===== config.mk =====
export PLATFORM = sky130hd
export DESIGN_NAME = xfer_pingpong_fifo
export DESIGN_NICKNAME = d
export VERILOG_FILES = /design/src/rtl/xfer_pkg.sv /design/src/rtl/xfer_byte_fifo.sv /design/src/rtl/xfer_chunk_ctl.sv /design/src/rtl/xfer_pingpong_fifo.sv
export SDC_FILE = /design/constraint.sdc
export NUM_CORES = 1
export LEC_CHECK = 0
export BUFFER_PORTS_ARGS = -buffer_cell sky130_fd_sc_hd__clkbuf_2
export CORE_ASPECT_RATIO = 2
export CORE_UTILIZATION = 57
export DETAILED_ROUTE_END_ITERATION = 16
export PLACE_DENSITY_LB_ADDON = 0.2
export SYNTH_ARGS = -nofsm -noshare
export SYNTH_HDL_FRONTEND = slang
export SYNTH_SLANG_ARGS = --single-unit

===== constraint.sdc =====
create_clock -name clk_i -period 2.9 [get_ports clk_i]
set_input_delay 0.145 -clock clk_i [delete_from_list [all_inputs] [get_ports clk_i]]
set_output_delay 0.145 -clock clk_i [all_outputs]
set_load 0.005 [all_outputs]

===== src/rtl/xfer_pkg.sv =====
package xfer_pkg;
  typedef enum logic [1:0] {
    REG_DATA   = 2'd0,
    REG_CNT_HI = 2'd1,
    REG_CNT_LO = 2'd2,
    REG_CTRL   = 2'd3
  } reg_addr_e;

  localparam int ST_DONE    = 0;
  localparam int ST_ACTIVE  = 1;
  localparam int ST_PENDING = 2;
  localparam int ST_H_EMPTY = 3;
  localparam int ST_H_FULL  = 4;
  localparam int ST_B_EMPTY = 5;
  localparam int ST_B_FULL  = 6;
  localparam int ST_H_SEL   = 7;
endpackage


===== src/rtl/xfer_byte_fifo.sv =====
module xfer_byte_fifo #(
  parameter int DEPTH = 16
) (
  input  logic                         clk_i,
  input  logic                         rst_ni,
  input  logic                         flush_i,
  input  logic [1:0]                   push_n_i,
  input  logic [15:0]                  push_data_i,
  input  logic [1:0]                   pop_n_i,
  output logic [15:0]                  head_o,
  output logic [$clog2(DEPTH+1)-1:0]   level_o
);
  localparam int AW = $clog2(DEPTH);
  localparam int CW = $clog2(DEPTH+1);

  logic [7:0]    mem [DEPTH];
  logic [AW-1:0] wr_q, rd_q, wr_nx, rd_nx;
  logic [CW-1:0] lvl_q;

  assign wr_nx   = wr_q + AW'(1);
  assign rd_nx   = rd_q + AW'(1);
  assign head_o  = {mem[rd_nx], mem[rd_q]};
  assign level_o = lvl_q;

  always_ff @(posedge clk_i) begin
    if (push_n_i != 2'd0) mem[wr_q]  <= push_data_i[7:0];
    if (push_n_i == 2'd2) mem[wr_nx] <= push_data_i[15:8];
  end

  always_ff @(posedge clk_i or negedge rst_ni) begin
    if (!rst_ni) begin
      wr_q  <= '0;
      rd_q  <= '0;
      lvl_q <= '0;
    end else if (flush_i) begin
      rd_q  <= wr_q;
      lvl_q <= '0;
    end else begin
      wr_q  <= wr_q + AW'(push_n_i);
      rd_q  <= rd_q + AW'(pop_n_i);
      lvl_q <= lvl_q + CW'(push_n_i) - CW'(pop_n_i);
    end
  end

  a_r9_no_overflow: assert property (@(posedge clk_i) disable iff (!rst_ni)
    int'(push_n_i) + int'(lvl_q) - int'(pop_n_i) <= DEPTH);
  a_r2_no_underflow: assert property (@(posedge clk_i) disable iff (!rst_ni)
    int'(pop_n_i) <= int'(lvl_q));
endmodule


===== src/rtl/xfer_chunk_ctl.sv =====
module xfer_chunk_ctl #(
  parameter int DEPTH = 16
) (
  input  logic        clk_i,
  input  logic        rst_ni,
  input  logic        wr_hi_i,
  input  logic        wr_lo_i,
  input  logic [7:0]  wbyte_i,
  input  logic        arm_i,
  input  logic        beat_i,
  output logic [15:0] cnt_o,
  output logic        active_o,
  output logic        pending_o,
  output logic        done_o,
  output logic        start_o,
  output logic        finish_o
);
  localparam int CW = $clog2(DEPTH+1);

  logic [15:0]   cnt_q;
  logic [CW-1:0] rem_q, pcnt_q, eff;
  logic          active_q, pend_q, done_q;
  logic          arm_ok, finish, launch_now, launch_pend;

  assign eff         = (cnt_q > 16'(DEPTH)) ? CW'(DEPTH) : CW'(cnt_q);
  assign arm_ok      = arm_i && (cnt_q != 16'd0);
  assign finish      = active_q && beat_i && (rem_q == CW'(1));
  assign launch_pend = finish && pend_q;
  assign launch_now  = arm_ok && (!active_q || (finish && !pend_q));

  assign cnt_o     = cnt_q;
  assign active_o  = active_q;
  assign pending_o = pend_q;
  assign done_o    = done_q;
  assign start_o   = launch_now || launch_pend;
  assign finish_o  = finish;

  always_ff @(posedge clk_i or negedge rst_ni) begin
    if (!rst_ni) begin
      cnt_q    <= '0;
      rem_q    <= '0;
      pcnt_q   <= '0;
      active_q <= 1'b0;
      pend_q   <= 1'b0;
      done_q   <= 1'b0;
    end else begin
      if (wr_hi_i) cnt_q[15:8] <= wbyte_i;
      if (wr_lo_i) cnt_q[7:0]  <= wbyte_i;

      if (launch_pend)                 rem_q <= pcnt_q;
      else if (launch_now)             rem_q <= eff;
      else if (active_q && beat_i)     rem_q <= rem_q - CW'(1);

      if (launch_pend) begin
        pend_q <= arm_ok;
        pcnt_q <= eff;
      end else if (arm_ok && active_q && !finish) begin
        pend_q <= 1'b1;
        pcnt_q <= eff;
      end

      if (launch_now || launch_pend) active_q <= 1'b1;
      else if (finish)               active_q <= 1'b0;

      if (finish)      done_q <= 1'b1;
      else if (arm_ok) done_q <= 1'b0;
    end
  end

  a_r6_done_after_finish: assert property (@(posedge clk_i) disable iff (!rst_ni)
    finish |=> done_o);
  a_r6_arm_clears_done: assert property (@(posedge clk_i) disable iff (!rst_ni)
    (arm_ok && !finish) |=> !done_o);
  a_r7_pending_launch: assert property (@(posedge clk_i) disable iff (!rst_ni)
    (finish && pend_q) |=> active_o);
  a_r3_zero_arm_ignored: assert property (@(posedge clk_i) disable iff (!rst_ni)
    (arm_i && cnt_q == 16'd0 && !active_q) |=> !active_o);
endmodule


===== src/rtl/xfer_pingpong_fifo.sv =====
module xfer_pingpong_fifo
  import xfer_pkg::*;
#(
  parameter int DEPTH = 16
) (
  input  logic        clk_i,
  input  logic        rst_ni,
  input  logic        dir_rx_i,
  input  logic        host_we_i,
  input  logic        host_re_i,
  input  logic [1:0]  host_addr_i,
  input  logic [15:0] host_wdata_i,
  output logic [15:0] host_rdata_o,
  output logic        bus_req_o,
  input  logic        bus_strobe_i,
  output logic [7:0]  bus_dout_o,
  input  logic [7:0]  bus_din_i
);
  localparam int CW = $clog2(DEPTH+1);

  reg_addr_e     addr;
  logic          host_sel_q;
  logic [CW-1:0] lvl  [2];
  logic [15:0]   head [2];
  logic [1:0]    push_n [2];
  logic [1:0]    pop_n  [2];
  logic [15:0]   pdata  [2];
  logic          flush  [2];

  logic [CW-1:0] h_lvl, b_lvl;
  logic [15:0]   h_head, b_head;
  logic [1:0]    h_push_n, h_pop_n, b_push_n, b_pop_n;
  logic          wr_data, rd_data, beat, tx_flush, swap;
  logic [15:0]   cnt;
  logic          active, pending, done, start, finish;
  logic [7:0]    status;

  assign addr   = reg_addr_e'(host_addr_i);
  assign h_lvl  = lvl[host_sel_q];
  assign b_lvl  = lvl[~host_sel_q];
  assign h_head = head[host_sel_q];
  assign b_head = head[~host_sel_q];

  assign wr_data = host_we_i && (addr == REG_DATA);
  assign rd_data = host_re_i && (addr == REG_DATA);

  always_comb begin
    h_push_n = 2'd0;
    if (wr_data) begin
      if (h_lvl <= CW'(DEPTH-2))      h_push_n = 2'd2;
      else if (h_lvl == CW'(DEPTH-1)) h_push_n = 2'd1;
    end
    h_pop_n = 2'd0;
    if (rd_data) begin
      if (h_lvl >= CW'(2))      h_pop_n = 2'd2;
      else if (h_lvl == CW'(1)) h_pop_n = 2'd1;
    end
  end

  assign bus_req_o  = active && (dir_rx_i ? (b_lvl != CW'(DEPTH)) : (b_lvl != '0));
  assign bus_dout_o = b_head[7:0];
  assign beat       = bus_strobe_i && bus_req_o;
  assign b_push_n   = (dir_rx_i && beat)  ? 2'd1 : 2'd0;
  assign b_pop_n    = (!dir_rx_i && beat) ? 2'd1 : 2'd0;
  assign tx_flush   = !dir_rx_i && finish;
  assign swap       = dir_rx_i ? finish : start;

  for (genvar b = 0; b < 2; b++) begin : g_buf
    localparam logic ID = 1'(b);
    assign push_n[b] = (host_sel_q == ID) ? h_push_n : b_push_n;
    assign pop_n[b]  = (host_sel_q == ID) ? h_pop_n  : b_pop_n;
    assign pdata[b]  = (host_sel_q == ID) ? host_wdata_i : {8'h00, bus_din_i};
    assign flush[b]  = (host_sel_q != ID) && tx_flush;

    xfer_byte_fifo #(.DEPTH(DEPTH)) u_buf (
      .clk_i       (clk_i),
      .rst_ni      (rst_ni),
      .flush_i     (flush[b]),
      .push_n_i    (push_n[b]),
      .push_data_i (pdata[b]),
      .pop_n_i     (pop_n[b]),
      .head_o      (head[b]),
      .level_o     (lvl[b])
    );
  end

  xfer_chunk_ctl #(.DEPTH(DEPTH)) u_ctl (
    .clk_i     (clk_i),
    .rst_ni    (rst_ni),
    .wr_hi_i   (host_we_i && (addr == REG_CNT_HI)),
    .wr_lo_i   (host_we_i && (addr == REG_CNT_LO)),
    .wbyte_i   (host_wdata_i[7:0]),
    .arm_i     (host_we_i && (addr == REG_CTRL)),
    .beat_i    (beat),
    .cnt_o     (cnt),
    .active_o  (active),
    .pending_o (pending),
    .done_o    (done),
    .start_o   (start),
    .finish_o  (finish)
  );

  always_ff @(posedge clk_i or negedge rst_ni) begin
    if (!rst_ni) host_sel_q <= 1'b0;
    else if (swap) host_sel_q <= ~host_sel_q;
  end

  always_comb begin
    status             = '0;
    status[ST_DONE]    = done;
    status[ST_ACTIVE]  = active;
    status[ST_PENDING] = pending;
    status[ST_H_EMPTY] = (h_lvl == '0);
    status[ST_H_FULL]  = (h_lvl == CW'(DEPTH));
    status[ST_B_EMPTY] = (b_lvl == '0);
    status[ST_B_FULL]  = (b_lvl == CW'(DEPTH));
    status[ST_H_SEL]   = host_sel_q;
  end

  always_comb begin
    unique case (addr)
      REG_DATA:   host_rdata_o = {(h_lvl >= CW'(2)) ? h_head[15:8] : 8'h00,
                                  (h_lvl >= CW'(1)) ? h_head[7:0]  : 8'h00};
      REG_CNT_HI: host_rdata_o = {8'h00, cnt[15:8]};
      REG_CNT_LO: host_rdata_o = {8'h00, cnt[7:0]};
      default:    host_rdata_o = {8'h00, status};
    endcase
  end

  a_r10_idle_no_req: assert property (@(posedge clk_i) disable iff (!rst_ni)
    !active |-> !bus_req_o);
  a_r4_tx_start_swaps: assert property (@(posedge clk_i) disable iff (!rst_ni)
    (!dir_rx_i && start) |=> (host_sel_q != $past(host_sel_q)));
  a_r5_rx_finish_swaps: assert property (@(posedge clk_i) disable iff (!rst_ni)
    (dir_rx_i && finish) |=> (host_sel_q != $past(host_sel_q)));
  a_r8_tx_flush_empty: assert property (@(posedge clk_i) disable iff (!rst_ni)
    (!dir_rx_i && finish && !pending) |=> (b_lvl == '0));
endmodule


# Word level (Yosys, flattened, before mapping)
# Memory sizes are Yosys's and may differ from the RTL's.
# Index checks and enable logic that the tools add are counted.
classes:
  addsub: 13
  n_mul: 0
  n_div: 0
  order_cmp: 6
  eq_ne: 11
  n_shift: 0
  mux: 55
  bitwise_logic: 3
  reduce_logical: 37
ops:
  columns: ["cell", "count"]
  rows:
  - ["$mux 16", 5]
  - ["$mux 5", 14]
  - ["$pmux 16 s3", 1]
  - ["$mux 8", 5]
  - ["$logic_and 1x1->1", 20]
  - ["$mux 1", 20]
  - ["$add 4x1->4 const B", 4]
  - ["$add 4x2->4", 4]
  - ["$gt 16x5->1 const B", 1]
  - ["$mux 2", 8]
  - ["$reduce_bool 16->1", 1]
  - ["$add 5x2->5", 2]
  - ["$eq 5x1->1 const B", 2]
  - ["$eq 5x5->1 const B", 2]
  - ["$logic_not 5->1", 2]
  - ["$reduce_bool 2->1", 5]
  - ["$sub 5x2->5", 2]
  - ["$eq 2x2->1 const B", 4]
  - ["$mux 4", 2]
  - ["$eq 5x4->1 const B", 1]
  - ["$ge 5x1->1 const B", 1]
  - ["$ge 5x2->1 const B", 1]
  - ["$le 5x4->1 const B", 1]
  - ["$ne 5x5->1 const B", 1]
  - ["other kinds (10)", 16]
totals:
  regBits: 56
  latch_bits: 0
  ramBits: 256
  romBits: 0
  input_bits: 32
  output_inout_bits: 25
  elab_cells: 141
  memories: 2
mem_list:
  columns: ["memory", "words", "width", "read_ports", "rd_ports_with_merged_regs", "wr", "line_no", "text"]
  rows:
  - ["g_buf[0].u_buf.mem", 16, 8, 2, 0, 2, "xfer_byte_fifo.sv:16", "logic [7:0] mem [DEPTH];"]
  - ["g_buf[1].u_buf.mem", 16, 8, 2, 0, 2, "xfer_byte_fifo.sv:16", null]

# Longest topological paths before layout
# Gate-level depths: netlist of the first run.
depth:
  depth_word: 16
  ltp_mapped: 18
  depth_no_buf: 16

# Cells and area by module
# Synthesis of the first run repeated with hierarchy kept, for this count alone.
hier_totals:
  hier_cells: 1520
  area_unflattened_um2: 19979.2
modules_own_cells:
  columns: ["module", "instances", "cells_each", "area_each_um2", "seq_area_each_um2"]
  rows:
  - ["xfer_byte_fifo (g_buf[0].u_buf)", 1, 558, 8609.5, 4169.0]
  - ["xfer_byte_fifo (g_buf[1].u_buf)", 1, 657, 8602.0, 4169.0]
  - ["xfer_chunk_ctl", 1, 128, 1520.2, 725.7]
  - ["xfer_pingpong_fifo", 1, 177, 1247.4, 25.0]

# Worst setup path after synthesis of the first run
# OpenSTA, ideal clock, no wires.
synth_path:
  kind: "register to register"
  start: "reg g_buf[0].u_buf.lvl_q[4]"
  end: "reg g_buf[0].u_buf.lvl_q[4]"
  setup_time_ns: 0.121
  arrival_ns: 2.945
  t_required_ns: 2.779
  setup_slack_ns: -0.165
  stages_incl_launch_ff: 16
  n_path_buf: 1
  synth_period_minus_slack_ns: 3.065
  path_cell_list: "dfrtp_1 -> buf_2 -> or4_1 -> o21ai_1 -> o2111ai_1 -> o21ai_0 -> ha_1 -> inv_1 -> ha_1 -> inv_1 -> fa_1 -> inv_1 -> a21o_1 -> a21oi_1 -> xnor2_1 -> nor2_1"
synth_via:
  elab_chain_cells: 13
  elab_cells_between_ends: 34
  classes_between: "add/sub (2); order compare (2); eq/ne (3); mux (18); reduce/logical (9)"
synth_lines:
  columns: ["element", "line_no", "text"]
  rows:
  - ["start, declared", "xfer_byte_fifo.sv:18", "logic [CW-1:0] lvl_q;"]
  - ["start signal, assigned", "xfer_byte_fifo.sv:41", "lvl_q <= lvl_q + CW'(push_n_i) - CW'(pop_n_i);"]
  - ["branches (longest 12 deep; another with $le 5x4->1)", null, null]
  - ["$mux 5 *", "xfer_byte_fifo.sv:35", "end else if (flush_i) begin"]
# Mark *: on every way between the ends. The select of a mux whose other input is x is not followed.
# A chain may end at the register's enable or synchronous reset.

# Worst setup path in the final report of the first run
layout_path:
  start: "reg g_buf[0].u_buf.rd_q[0]"
  end: "out host_rdata_o[7]"
layout_via:
  elab_chain_cells: 6
layout_lines:
  columns: ["element", "line_no", "text"]
  rows:
  - ["start, declared", "xfer_byte_fifo.sv:17", "logic [AW-1:0] wr_q, rd_q, wr_nx, rd_nx;"]
  - ["start signal, assigned", "xfer_byte_fifo.sv:36", "rd_q <= wr_q;"]
  - ["start signal, assigned", "xfer_byte_fifo.sv:40", "rd_q <= rd_q + AW'(pop_n_i);"]
  - ["$mem_v2 16x8", null, null]
  - ["$mux 16 (not written as such) (3 in a row)", "xfer_pingpong_fifo.sv:41", "assign h_head = head[host_sel_q];"]
  - ["$mux 8", "xfer_pingpong_fifo.sv:123", "(h_lvl >= CW'(1)) ? h_head[7:0] : 8'h00};"]
  - ["$pmux 16 s3", "xfer_pingpong_fifo.sv:121", "unique case (addr)"]
  - ["end, declared", "xfer_pingpong_fifo.sv:13", "output logic [15:0] host_rdata_o,"]
# No other way between the ends. The select of a mux whose other input is x is not followed.

==> metrics.csv, run 1 <==
metric,value,unit
status,"finished, violations left",
violations,setup timing,
syn-cell-area,19540,um2
drv_cap,0,
setup_violations,29,
cpMostUsedCell,buf_12,
stdcell_area,23900,um2
cp.required,2760,ps
yosysMostFrequentCell,nor2_1,
power.density,1166,nW/um2
critical_path_class,flop to output pin,
grt_use_total,0.4224,
synth_area_leaders,"edfxtp_1 (39%), mux4_2 (12%), dfrtp_1 (7.2%)",
hpwl,47900,um
seqCellArea,9100,um2
crit_slowest_cell,dfrtp_4,
fillCellCount,2337,
grt_pass1_vias,15970,
start_util,0.5810,
ys_types,78,
cts_buffers,29,
clock_sinks,312,
grt_overflow_total,0,
fp.coreArea,33640,um2
crit_fanout,7,
fin_ws,-646.0,ps
die-area,35080,um2
die_y,263.9,um
synthFlopType,edfxtp_1,
end_kind,output pin,
slowest_delay,500,ps
yosys-top-cells-count,"nor2_1 (286), edfxtp_1 (256), a21oi_1 (253)",
relSlewSlack,0.3063,
finClkSkew,24.11,ps
start_kind,flop,
place.gp.congestion,1.001,
num_rows,95,
area_delta_synth_final,22.27,%
cts_tree,yes,
tightest_slew,1041,ps
drc,0,
slew_violations,0,
drtAntennaViolNets,0,
viasPerCell,6.864,
via_count,16190,
clk_pin_slew,70,ps
multi_input_area,10220,um2
pin_count,57,
post-place-ws,-121.9,ps
rsz0062_at_grt,true,
yosysSeqAreaShare,0.4650,
clock_latency,600,ps
synth-seq-cells,312,
dieWidth,132.9,um
rr_startpoint,g_buf[0].u_buf.level_o[1],
drive_gt1_frac,0.3594,
p_leak,0.008942,uW
synth_top_area_share,0.3933,
nNetsFinal,1959,
postSynthAreaPerCell,11.42,um2
place_area,20960,um2
vdd_drop_max,0.0009629,V
hold_path_class,primary input to flop,
path_cells,buf_4 -> buf_6 -> buf_12 -> buf_12 -> buf_16 -> buf_12 -> mux2i_2 -> a221oi_2 -> o21a_1 -> a221oi_4 -> a211oi_2 -> buf_4 -> clkbuf_2,
clockBufferDepth,3,
fin_crit_sh,1.223,
yosysTopAreaCell,edfxtp_1,
drt_wl_total,73310,um
grt_max_degree,57,
cp-startpoint,g_buf[0].u_buf.rd_q[0],
hold_start,bus_din_i[5],
wl_per_cell,31.08,um
synthesis.instances,1712,
async_flop_share,0.1795,
numPortBuffers,56,
min_period,3546,ps
fmax,0.2820,GHz
cts_max_level,1,
hold_violations,0,
antenna_found_initial,5,
drt_iter0_drc,1853,
yosys_warnings,0,
root_buffer,clkbuf_16,
synth_edf_count,256,
grt_pass1_wl,105000,um
syn-num-nets,1774,
firstDrtPassIters,7,
crit_arrival,3400,ps
[cell usage in the layout, fill, tap and decap left out, types with 7 or more instances in the layout]
| cell type | Yosys | layout |
|---|---|---|
| ha_1 | 22 | 14 |
| buf_12 | 0 | 17 |
| mux4_2 | 100 | 108 |
| a221oi_2 | 0 | 21 |
| a21o_1 | 8 | 8 |
| xor2_1 | 9 | 8 |
| edfxtp_1 | 256 | 256 |
| and3_1 | 7 | 7 |
| nor2_1 | 286 | 274 |
| mux2_2 | 61 | 61 |
| a221oi_1 | 33 | 10 |
| dlygate4sd3_1 | 0 | 9 |
| buf_6 | 10 | 17 |
| clkbuf_16 | 0 | 31 |
| nand3_1 | 18 | 16 |
| nand2_2 | 0 | 10 |
| buf_16 | 0 | 18 |
| inv_1 | 39 | 29 |
| buf_4 | 21 | 185 |
| buf_2 | 41 | 9 |
| nand2_1 | 74 | 63 |
| o21ai_1 | 8 | 14 |
| clkbuf_2 | 1 | 46 |
| mux2i_2 | 1 | 16 |
| nand3_2 | 13 | 15 |
| a21oi_1 | 253 | 248 |
| o21ai_2 | 4 | 9 |
| ha_4 | 0 | 7 |
| xnor2_1 | 17 | 17 |
| nor2b_1 | 16 | 15 |
| mux2i_1 | 95 | 77 |
| inv_2 | 2 | 11 |
| a22oi_2 | 0 | 10 |
| nor2_2 | 3 | 15 |
| dfrtp_1 | 56 | 51 |
| o21ai_0 | 36 | 22 |
[worst paths after layout]
kind / end / slack [ps] / depth (start not counted)
min in group asynchronous: u_ctl.pcnt_q[0] / 270 / 3
max reg2reg: g_buf[1].u_buf.level_o[4] / -90 / 14
min reg2reg: u_ctl.done_o / 490 / 2
max in group asynchronous: g_buf[1].u_buf.rd_q[0] / 2030 / 3
min: g_buf[0].u_buf.mem[12][5] / 170 / 3
max: host_rdata_o[7] / -650 / 13
[worst max-delay path: cells and delay by family, from the launching register on]
| kind | cells | cell delay [ps] |
|---|---|---|
| buffers and inverters | 8 | 1120 |
| AOI/OAI and AO/OA | 4 | 880 |
| DFF | 1 | 500 |
| muxes | 1 | 320 |
[through the flow]
| step | instances | hold WS [ps] | TNS, ps | total power, uW | util |
|---|---|---|---|---|---|
| global placement | 2214 | 332.4 | -362.1 | 19000 | 0.6230 |
| floorplan | 1712 | -150.6 | -35.07 | 14460 | - |
| finish | 2359 | 171.1 | -10790 | 27860 | 0.7104 |
| CTS | 2327 | 152.3 | -4483 | 25850 | 0.6907 |
| global route | 2358 | 182.3 | -12670 | 28540 | 0.7103 |
| detailed placement | 2214 | 348.9 | -1761 | 19170 | 0.6230 |
[repair_timing]
item                       in CTS  in global routing
setup endpoints to repair      54                 61
pin swaps                      57                 60
resized for setup             128                 92
hold endpoints to repair       72                  0
gates cloned                   16                  2
hold buffers                    9                  0
buffers inserted               36                 35
[kinds of logic after synthesis]
kind of cell / synth area share
buffers and inverters: 0.04763
muxes: 0.2159
adders and majority gates: 0.02228
and+or+nand+nor: 0.1111
xor gates and xnor gates: 0.01165
DFF: 0.4650
AOI/OAI and AO/OA: 0.1265
[state kept, by name, summed over array words and instances (netlist names)]
signal               flops
g_buf.u_buf.mem        256
u_ctl.pcnt_q             5
g_buf.u_buf.rd_q         8
u_ctl.rem_q              5
g_buf.u_buf.wr_q         8
u_ctl.pending_o          1
host_sel_q               1
u_ctl.cnt_o             16
g_buf.u_buf.level_o     10
u_ctl.done_o             1
u_ctl.active_o           1
[layout make-up]
| type | count | area share |
|---|---|---|
| Sequential cell | 312 | 0.3808 |
| Antenna cell | 3 | 0.0003142 |
| Inverter | 43 | 0.006859 |
| Clock buffer | 35 | 0.03215 |
| Multi-Input combinational cell | 1207 | 0.4278 |
| Timing Repair Buffer | 304 | 0.1191 |
| Tap cell | 436 | 0.02283 |
| Clock inverter | 19 | 0.01011 |
[power breakdown]
part	leakage [uW]	total (uW)	internal (uW)	switching, uW
registers	0.00296	6310	5690	614
logic	0.00550	17400	8070	9300
clock network	0.000483	4180	2340	1830
total	0.00894	27900	16100	11700
[routing by layer]
| layer | part of all wire | global-route usage |
|---|---|---|
| met3 | 0.10 | 0.1213 |
| met1 | 0.28 | 0.4079 |
| met4 | 0.12 | 0.3852 |
| met5 | 0.0010 | 0.01567 |
| met2 | 0.50 | 0.7174 |
Note: power is estimated with default switching activity, not from simulation.
==> run 2: changes to the inputs <==
--- a/config.mk
+++ b/config.mk
@@ -6,8 +6,10 @@
 export NUM_CORES = 1
 export LEC_CHECK = 0
 export BUFFER_PORTS_ARGS = -buffer_cell sky130_fd_sc_hd__clkbuf_2
+export CELL_PAD_IN_SITES_DETAIL_PLACEMENT = 1
+export CELL_PAD_IN_SITES_GLOBAL_PLACEMENT = 1
 export CORE_ASPECT_RATIO = 2
-export CORE_UTILIZATION = 57
+export CORE_UTILIZATION = 47
 export DETAILED_ROUTE_END_ITERATION = 16
 export PLACE_DENSITY_LB_ADDON = 0.2
 export SYNTH_ARGS = -nofsm -noshare
==> run 2 against run 1 <==
Net effect: the flow still finishes with violations (setup timing); clock skew increased by 2.4 ps; flip-flop and latch count unchanged; routed wire length increased by 10%; sequential power decreased by 0.6%; combinational power decreased by 4%; critical path type unchanged; critical endpoint is now bus_dout_o[0]; largest cell class unchanged; largest power group unchanged.
==> metrics.csv, run 2 (synthesis gave the netlist of run 1 again) <==
metric,value,unit,change
dieWidth,146.2,um,was 132.9 um
hold_violations,0,,unchanged
end_kind,output pin,,unchanged
fillCellCount,4306,,"was 2,337"
crit_slowest_cell,a221oi_2,,was dfrtp_4
fp.coreArea,40990,um2,"was 33,640 um2"
seqCellArea,9099,um2,was 9100 um2
setup_violations,32,,was 29
fin_ws,-657.0,ps,was -646.0 ps
path_buf_inv,6,,was 8
final_cell_mix,"nor2_1 (275), edfxtp_1 (256), a21oi_1 (247), buf_4 (206), mux4_2 (110)",,"was nor2_1 (274), edfxtp_1 (256), a21oi_1 (248), buf_4 (185), mux4_2 (108)"
numPortBuffers,56,,unchanged
largest_reg_flops,256,,unchanged
rr_worst_depth,14,,unchanged
slowest_delay,550,ps,was 500 ps
crit_arrival,3410,ps,was 3400 ps
fmax,0.2811,GHz,was 0.2820 GHz
antenna_found_initial,0,,was 5
p_leak,0.008819,uW,was 0.008942 uW
die-area,42450,um2,"was 35,080 um2"
drc,0,,unchanged
clk_pin_slew,70,ps,about the same
clock_latency,600,ps,about the same
tightest_slew,1085,ps,was 1041 ps
grt_overflow_total,0,,unchanged
wl_per_cell,32.86,um,was 31.08 um
min_period,3557,ps,was 3546 ps
grt_pass1_vias,17040,,"was 15,970"
post-place-ws,-161.1,ps,was -121.9 ps
cts_max_level,1,,unchanged
grt_max_degree,37,,was 57
path_cells,buf_4 -> buf_12 -> buf_16 -> buf_12 -> mux2i_4 -> a221oi_2 -> buf_4 -> a22oi_2 -> nand2_2 -> nor2_1 -> a31oi_1 -> buf_2,,was buf_4 -> buf_6 -> buf_12 -> buf_12 -> buf_16 -> buf_12 -> mux2i_2 -> a221oi_2 -> o21a_1 -> a221oi_4 -> a211oi_2 -> buf_4 -> clkbuf_2
grt_use_total,0.3716,,was 0.4224
nNetsFinal,1961,,"was 1,959"
violations,setup timing,,unchanged
hold_path_class,primary input to flop,,unchanged
rr_startpoint,g_buf[0].u_buf.level_o[4],,was g_buf[0].u_buf.level_o[1]
critical_path_class,flop to output pin,,unchanged
cp.required,2760,ps,about the same
final_common_cell,nor2_1,,unchanged
multi_input_area,10100,um2,"was 10,220 um2"
drt_iter0_drc,1236,,"was 1,853"
firstDrtPassIters,5,,was 7
status,"finished, violations left",,unchanged
whs,43.11,ps,was 171.1 ps
grt_pass1_wl,113900,um,"was 105,000 um"
hpwl,55870,um,"was 47,900 um"
root_buffer,clkbuf_16,,unchanged
num_rows,105,,was 95
r2r-end,g_buf[1].u_buf.level_o[4],,unchanged
cp_top_family,buffers and inverters,,unchanged
pin_count,57,,unchanged
hold_start,bus_din_i[2],,was bus_din_i[5]
clockBufferDepth,3,,unchanged
start_util,0.4768,,was 0.5810
regMostFlops,g_buf.u_buf.mem,,unchanged
cts_buffers,30,,was 29
min_to,g_buf[0].u_buf.mem[15][2],,was g_buf[0].u_buf.mem[12][5]
drv_cap,0,,unchanged
relSlewSlack,0.2764,,was 0.3063
tns,-10060,ps,"was -10,790 ps"
start_kind,flop,,unchanged
place.gp.congestion,0.9474,,was 1.001
cts_tree,yes,,unchanged
hold_depth,3,,unchanged
power.density,1152,nW/um2,was 1166 nW/um2
viasPerCell,6.600,,was 6.864
area_delta_synth_final,20.90,%,was 22.27%
drt_wl_total,80730,um,"was 73,310 um"
vdd_drop_max,0.0006832,V,was 0.0009629 V
slew_violations,0,,unchanged
crit_fanout,7,,unchanged
clock_sinks,312,,unchanged
drive_gt1_frac,0.3477,,was 0.3594
die_y,290.4,um,was 263.9 um
drtAntennaViolNets,0,,unchanged
r2r_slack,-260,ps,was -90 ps
fin_crit_sh,1.227,,was 1.223
via_count,16220,,"was 16,190"
finClkSkew,26.53,ps,was 24.11 ps
rsz0062_at_grt,true,,unchanged
-- run 2: worst register-to-register path: cells and delay by family (launching register included) --
family / cells / cell delay (ps)
AOI/OAI and AO/OA: 5 / 810
xor gates and xnor gates: 1 / 140
adders and majority gates: 3 / 860
buffers and inverters: 3 / 170
DFF: 1 / 410
and+or+nand+nor: 2 / 650
-- run 2: layer usage --
layer	track usage	part of all wire	vias to the layer above
li1	-	-	6824
met1	0.3686	0.30	8167
met2	0.6758	0.51	850
met3	0.05699	0.070	374
met4	0.3036	0.11	0
met5	0	0	-
-- run 2: final cells by class --
type | instances | share of cell area
clock buffer | 33 | 0.03225
inverter | 43 | 0.006830
multi-input combinational | 1207 | 0.4274
clock inverter | 21 | 0.01054
timing repair buffer | 305 | 0.1095
sequential | 312 | 0.3850
tap | 535 | 0.02833
antenna | 1 | 0.0001059
-- run 2: worst max-delay path by stage --
| stage | start | to | cells past startpoint |
|---|---|---|---|
| floorplan | g_buf[0].u_buf.level_o[2] | g_buf[0].u_buf.level_o[4] | 17 |
| finish | g_buf[0].u_buf.rd_q[0] | bus_dout_o[0] | 12 |
| global placement | g_buf[0].u_buf.level_o[3] | g_buf[0].u_buf.level_o[4] | 14 |
| detailed placement | g_buf[0].u_buf.level_o[4] | g_buf[1].u_buf.level_o[4] | 17 |
| CTS | g_buf[0].u_buf.rd_q[0] | host_rdata_o[14] | 8 |
| global route | g_buf[0].u_buf.rd_q[0] | bus_dout_o[0] | 12 |
-- run 2: where the power goes --
group | switching (uW) | internal (uW) | leakage (uW) | total (uW)
Clock | 1870 | 2340 | 0.000485 | 4210
Sequential | 578 | 5700 | 0.00296 | 6270
Combinational | 9270 | 7470 | 0.00537 | 16700
-- run 2: repair_timing --
item / 4_1_cts / 5_1_grt
endpoints found under the hold margin: 45 / 0
setup buffers: 23 / 25
gates cloned: 8 / 6
setup endpoints to repair: 46 / 58
pin swaps: 31 / 59
resized for setup: 66 / 108
hold buffers: 9 / 0
-- run 2: metrics by stage --
stage          utilization  total power [uW]  cells  area [um2]
2_1_floorplan            -             14460   1712       19600
3_3_place_gp        0.5188             19590   2335       21270
3_5_place_dp        0.5188             19900   2335       21270
4_1_cts             0.5614             25690   2429       23010
5_1_grt             0.5764             27920   2456       23630
6_report            0.5765             27220   2457       23630
==> run 3: changes to the inputs <==
--- a/config.mk
+++ b/config.mk
@@ -5,11 +5,12 @@
 export SDC_FILE = /design/constraint.sdc
 export NUM_CORES = 1
 export LEC_CHECK = 0
+export ABC_AREA = 1
 export BUFFER_PORTS_ARGS = -buffer_cell sky130_fd_sc_hd__clkbuf_2
 export CELL_PAD_IN_SITES_DETAIL_PLACEMENT = 1
 export CELL_PAD_IN_SITES_GLOBAL_PLACEMENT = 1
 export CORE_ASPECT_RATIO = 2
-export CORE_UTILIZATION = 47
+export CORE_UTILIZATION = 43
 export DETAILED_ROUTE_END_ITERATION = 16
 export PLACE_DENSITY_LB_ADDON = 0.2
 export SYNTH_ARGS = -nofsm -noshare
==> run 3 against run 2 <==
Net effect: the flow still finishes with violations (setup timing); power grew 11%; critical path depth shrank 3; non-clock buffer count grew 40; clock power grew 3%; maximum frequency grew 10%; critical endpoint is now host_rdata_o[8]; largest cell class unchanged; highest routed layer unchanged.
==> metrics.csv, run 3 <==
metric,value,unit,change
via_count,19940,,"was 16,220"
crit_fanout,7,,unchanged
num_rows,110,,was 105
drv_cap,0,,unchanged
fillCellCount,5364,,"was 4,306"
fin_crit_sh,1.113,,was 1.227
p_leak,0.01054,uW,was 0.008819 uW
power_frac_seq,0.204,,was 0.230
final_cell_mix,"nand2_1 (550), o21ai_0 (369), edfxtp_1 (256), buf_4 (194), nor2_1 (179)",,"was nor2_1 (275), edfxtp_1 (256), a21oi_1 (247), buf_4 (206), mux4_2 (110)"
regMostFlops,g_buf.u_buf.mem,,unchanged
die-area,46780,um2,"was 42,450 um2"
n_antenna_cell,0,,was 1
synth_edf_count,256,,unchanged
fp.coreArea,45140,um2,"was 40,990 um2"
ys_types,49,,was 78
firstDrtPassIters,5,,unchanged
syn-num-nets,2568,,"was 1,774"
hold_violations,0,,unchanged
die_y,304.9,um,was 290.4 um
numPortBuffers,56,,unchanged
finClkSkew,43.86,ps,was 26.53 ps
yosysSeqAreaShare,0.4608,,was 0.4650
postSynthAreaPerCell,7.871,um2,was 11.42 um2
vdd_drop_max,0.0006274,V,was 0.0006832 V
post-place-ws,-305.8,ps,was -161.1 ps
async_flop_share,0.1795,,unchanged
multi_input_area,9940,um2,"was 10,100 um2"
syn-cell-area,19730,um2,"was 19,540 um2"
sw_frac_of_total,0.4782,,was 0.4302
status,"finished, violations left",,unchanged
cts_max_level,1,,unchanged
hold_path_class,primary input to flop,,unchanged
clock_latency,630,ps,was 600 ps
seqCellArea,9101,um2,was 9099 um2
setup_violations,24,,was 32
synthFlopType,edfxtp_1,,unchanged
synth-seq-cells,312,,unchanged
drive_gt1_frac,0.2236,,was 0.3477
rsz0062_at_grt,true,,unchanged
path_cells,ha_4 -> buf_8 -> a21oi_2 -> o21ai_1 -> o21ai_1 -> o211ai_1 -> o21ai_1 -> o211a_1 -> clkbuf_2,,was buf_4 -> buf_12 -> buf_16 -> buf_12 -> mux2i_4 -> a221oi_2 -> buf_4 -> a22oi_2 -> nand2_2 -> nor2_1 -> a31oi_1 -> buf_2
yosysMostFrequentCell,nand2_1,,was nor2_1
yosys-top-cells-count,"nand2_1 (568), o21ai_0 (453), edfxtp_1 (256)",,"was nor2_1 (286), edfxtp_1 (256), a21oi_1 (253)"
relSlewSlack,0.3279,,was 0.2764
synth_area_leaders,"edfxtp_1 (39%), o21ai_0 (11%), nand2_1 (11%)",,"was edfxtp_1 (39%), mux4_2 (12%), dfrtp_1 (7.2%)"
place.gp.congestion,1.007,,was 0.9474
r2r-end,g_buf[0].u_buf.level_o[4],,was g_buf[1].u_buf.level_o[4]
power.density,1213,nW/um2,was 1152 nW/um2
tightest_slew,1008,ps,was 1085 ps
cts_tree,yes,,unchanged
critical_path_class,flop to output pin,,unchanged
crit_arrival,3080,ps,was 3410 ps
synth_top_area_share,0.3897,,was 0.3933
fmax,0.3097,GHz,was 0.2811 GHz
synthesis.instances,2506,,"was 1,712"
yosys_warnings,0,,unchanged
drt_wl_total,86130,um,"was 80,730 um"
hpwl,58810,um,"was 55,870 um"
clock_sinks,312,,unchanged
drtAntennaViolNets,0,,unchanged
antenna_found_initial,1,,was 0
power_frac_clock,0.143,,was 0.155
slowest_delay,580,ps,was 550 ps
yosysTopAreaCell,edfxtp_1,,unchanged
rr_worst_depth,22,,was 14
grt_use_total,0.3576,,was 0.3716
rr_startpoint,host_sel_q,,was g_buf[0].u_buf.level_o[4]
drc,0,,unchanged
grt_overflow_total,0,,unchanged
nNetsFinal,2765,,"was 1,961"
start_util,0.4369,,was 0.4768
end_kind,output pin,,unchanged
slew_violations,0,,unchanged
comb_power_share,0.652,,was 0.615
area_delta_synth_final,26.67,%,was 20.90%
min_period,3229,ps,was 3557 ps
min_to,host_sel_q,,was g_buf[0].u_buf.mem[15][2]
grt_pass1_wl,124400,um,"was 113,900 um"
viasPerCell,6.064,,was 6.600
wl_per_cell,26.20,um,was 32.86 um
pin_count,57,,unchanged
cp.required,2760,ps,about the same
cts_buffers,31,,was 30
grt_pass1_vias,21160,,"was 17,040"
clockBufferDepth,3,,unchanged
cpMostUsedCell,o21ai_1,,
finalPower,30310,uW,"was 27,220 uW"
final_common_cell,nand2_1,,was nor2_1
r2r_slack,-190,ps,was -260 ps
p_int,15820,uW,"was 15,510 uW"
hold_start,dir_rx_i,,was bus_din_i[2]
violations,setup timing,,unchanged
clk_pin_slew,70,ps,about the same
start_kind,flop,,unchanged
fin_ws,-328.8,ps,was -657.0 ps
crit_slowest_cell,dfrtp_4,,was a221oi_2
whs,103.6,ps,was 43.11 ps
drt_iter0_drc,1259,,"was 1,236"
largest_reg_flops,256,,unchanged
dieWidth,153.4,um,was 146.2 um
hold_depth,5,,was 3
grt_max_degree,78,,was 37
root_buffer,clkbuf_16,,unchanged
switchingPower,14490,uW,"was 11,710 uW"
[run 3: changes by cell type after synthesis, sizes merged, moves of 35 or more]
cell,before,now
nand3,31,115
mux2i,96,2
mux2,61,0
buf,77,42
o21ai,49,544
mux4,112,0
o211ai,3,74
inv,41,200
nand2,74,592
a21oi,255,135
clkbuf,73,140
nor2,290,202
[run 3: repair_timing]
item | 4_1_cts | 5_1_grt
gates cloned | 10 | 9
endpoints found under the setup margin | 101 | 84
pin swaps | 55 | 78
hold buffers | 10 | 0
setup buffers | 31 | 32
endpoints found under the hold margin | 47 | 0
resized for setup | 189 | 184
[run 3: metrics by stage]
step / instances / TNS (ps) / cell area [um2] / utilization
after floorplan: 2506 / -16.55 / 19740 / -
after global placement: 3142 / -696.8 / 21660 / 0.4799
after detailed placement: 3142 / -3771 / 21660 / 0.4799
after CTS: 3251 / -1949 / 23970 / 0.5311
after global routing: 3288 / -5716 / 24990 / 0.5535
final: 3288 / -4164 / 24990 / 0.5535
[run 3: logic make-up after synthesis]
| kind of cell | synth area share |
|---|---|
| AOI/OAI and AO/OA | 0.2240 |
| xor gates and xnor gates | 0.009705 |
| adders and majority gates | 0.02207 |
| buffers and inverters | 0.08202 |
| DFF | 0.4608 |
| muxes | 0.001015 |
| and+or+nand+nor | 0.2004 |
[run 3: final cells by class]
cell class | instances | area share
Tap cell | 560 | 0.02804
Clock inverter | 24 | 0.01042
Sequential cell | 312 | 0.3643
Multi-Input combinational cell | 1806 | 0.3978
Timing Repair Buffer | 345 | 0.1346
Clock buffer | 34 | 0.03190
Inverter | 206 | 0.03260
Timing Repair inverter | 1 | 0.0003505
[run 3: worst max-delay path by stage]
stage                     slack [ps]                    from                   endpoint
after global routing            -320              host_sel_q  g_buf[0].u_buf.level_o[4]
after CTS                       -170  g_buf[0].u_buf.rd_q[0]            host_rdata_o[3]
final                           -330  g_buf[1].u_buf.rd_q[0]            host_rdata_o[8]
after floorplan                  -20              host_sel_q  g_buf[0].u_buf.level_o[4]
after global placement          -260              host_sel_q  g_buf[0].u_buf.level_o[4]
after detailed placement        -310              host_sel_q  g_buf[0].u_buf.level_o[4]
[run 3: critical path, delay by kind of cell (launching register included)]
family / cells / cell delay [ps]
flip-flops: 1 / 580
adder cells (fa/ha/maj): 1 / 340
buffers and inverters: 2 / 240
AO/OA/AOI/OAI: 6 / 1310
[run 3: power groups by stage]
stage | clock network [uW] | logic (uW) | registers, uW
floorplan | 0 | 8370 | 6040
global placement | 0 | 14200 | 6200
detailed placement | 0 | 14600 | 6220
CTS | 4390 | 17500 | 6180
global route | 4500 | 20900 | 6240
finish | 4350 | 19800 | 6200
[run 3: layer usage]
layer	GRT usage	part of all wire
met5	0	0
met2	0.6586	0.52
met4	0.3186	0.11
met3	0.04010	0.048
met1	0.3489	0.33
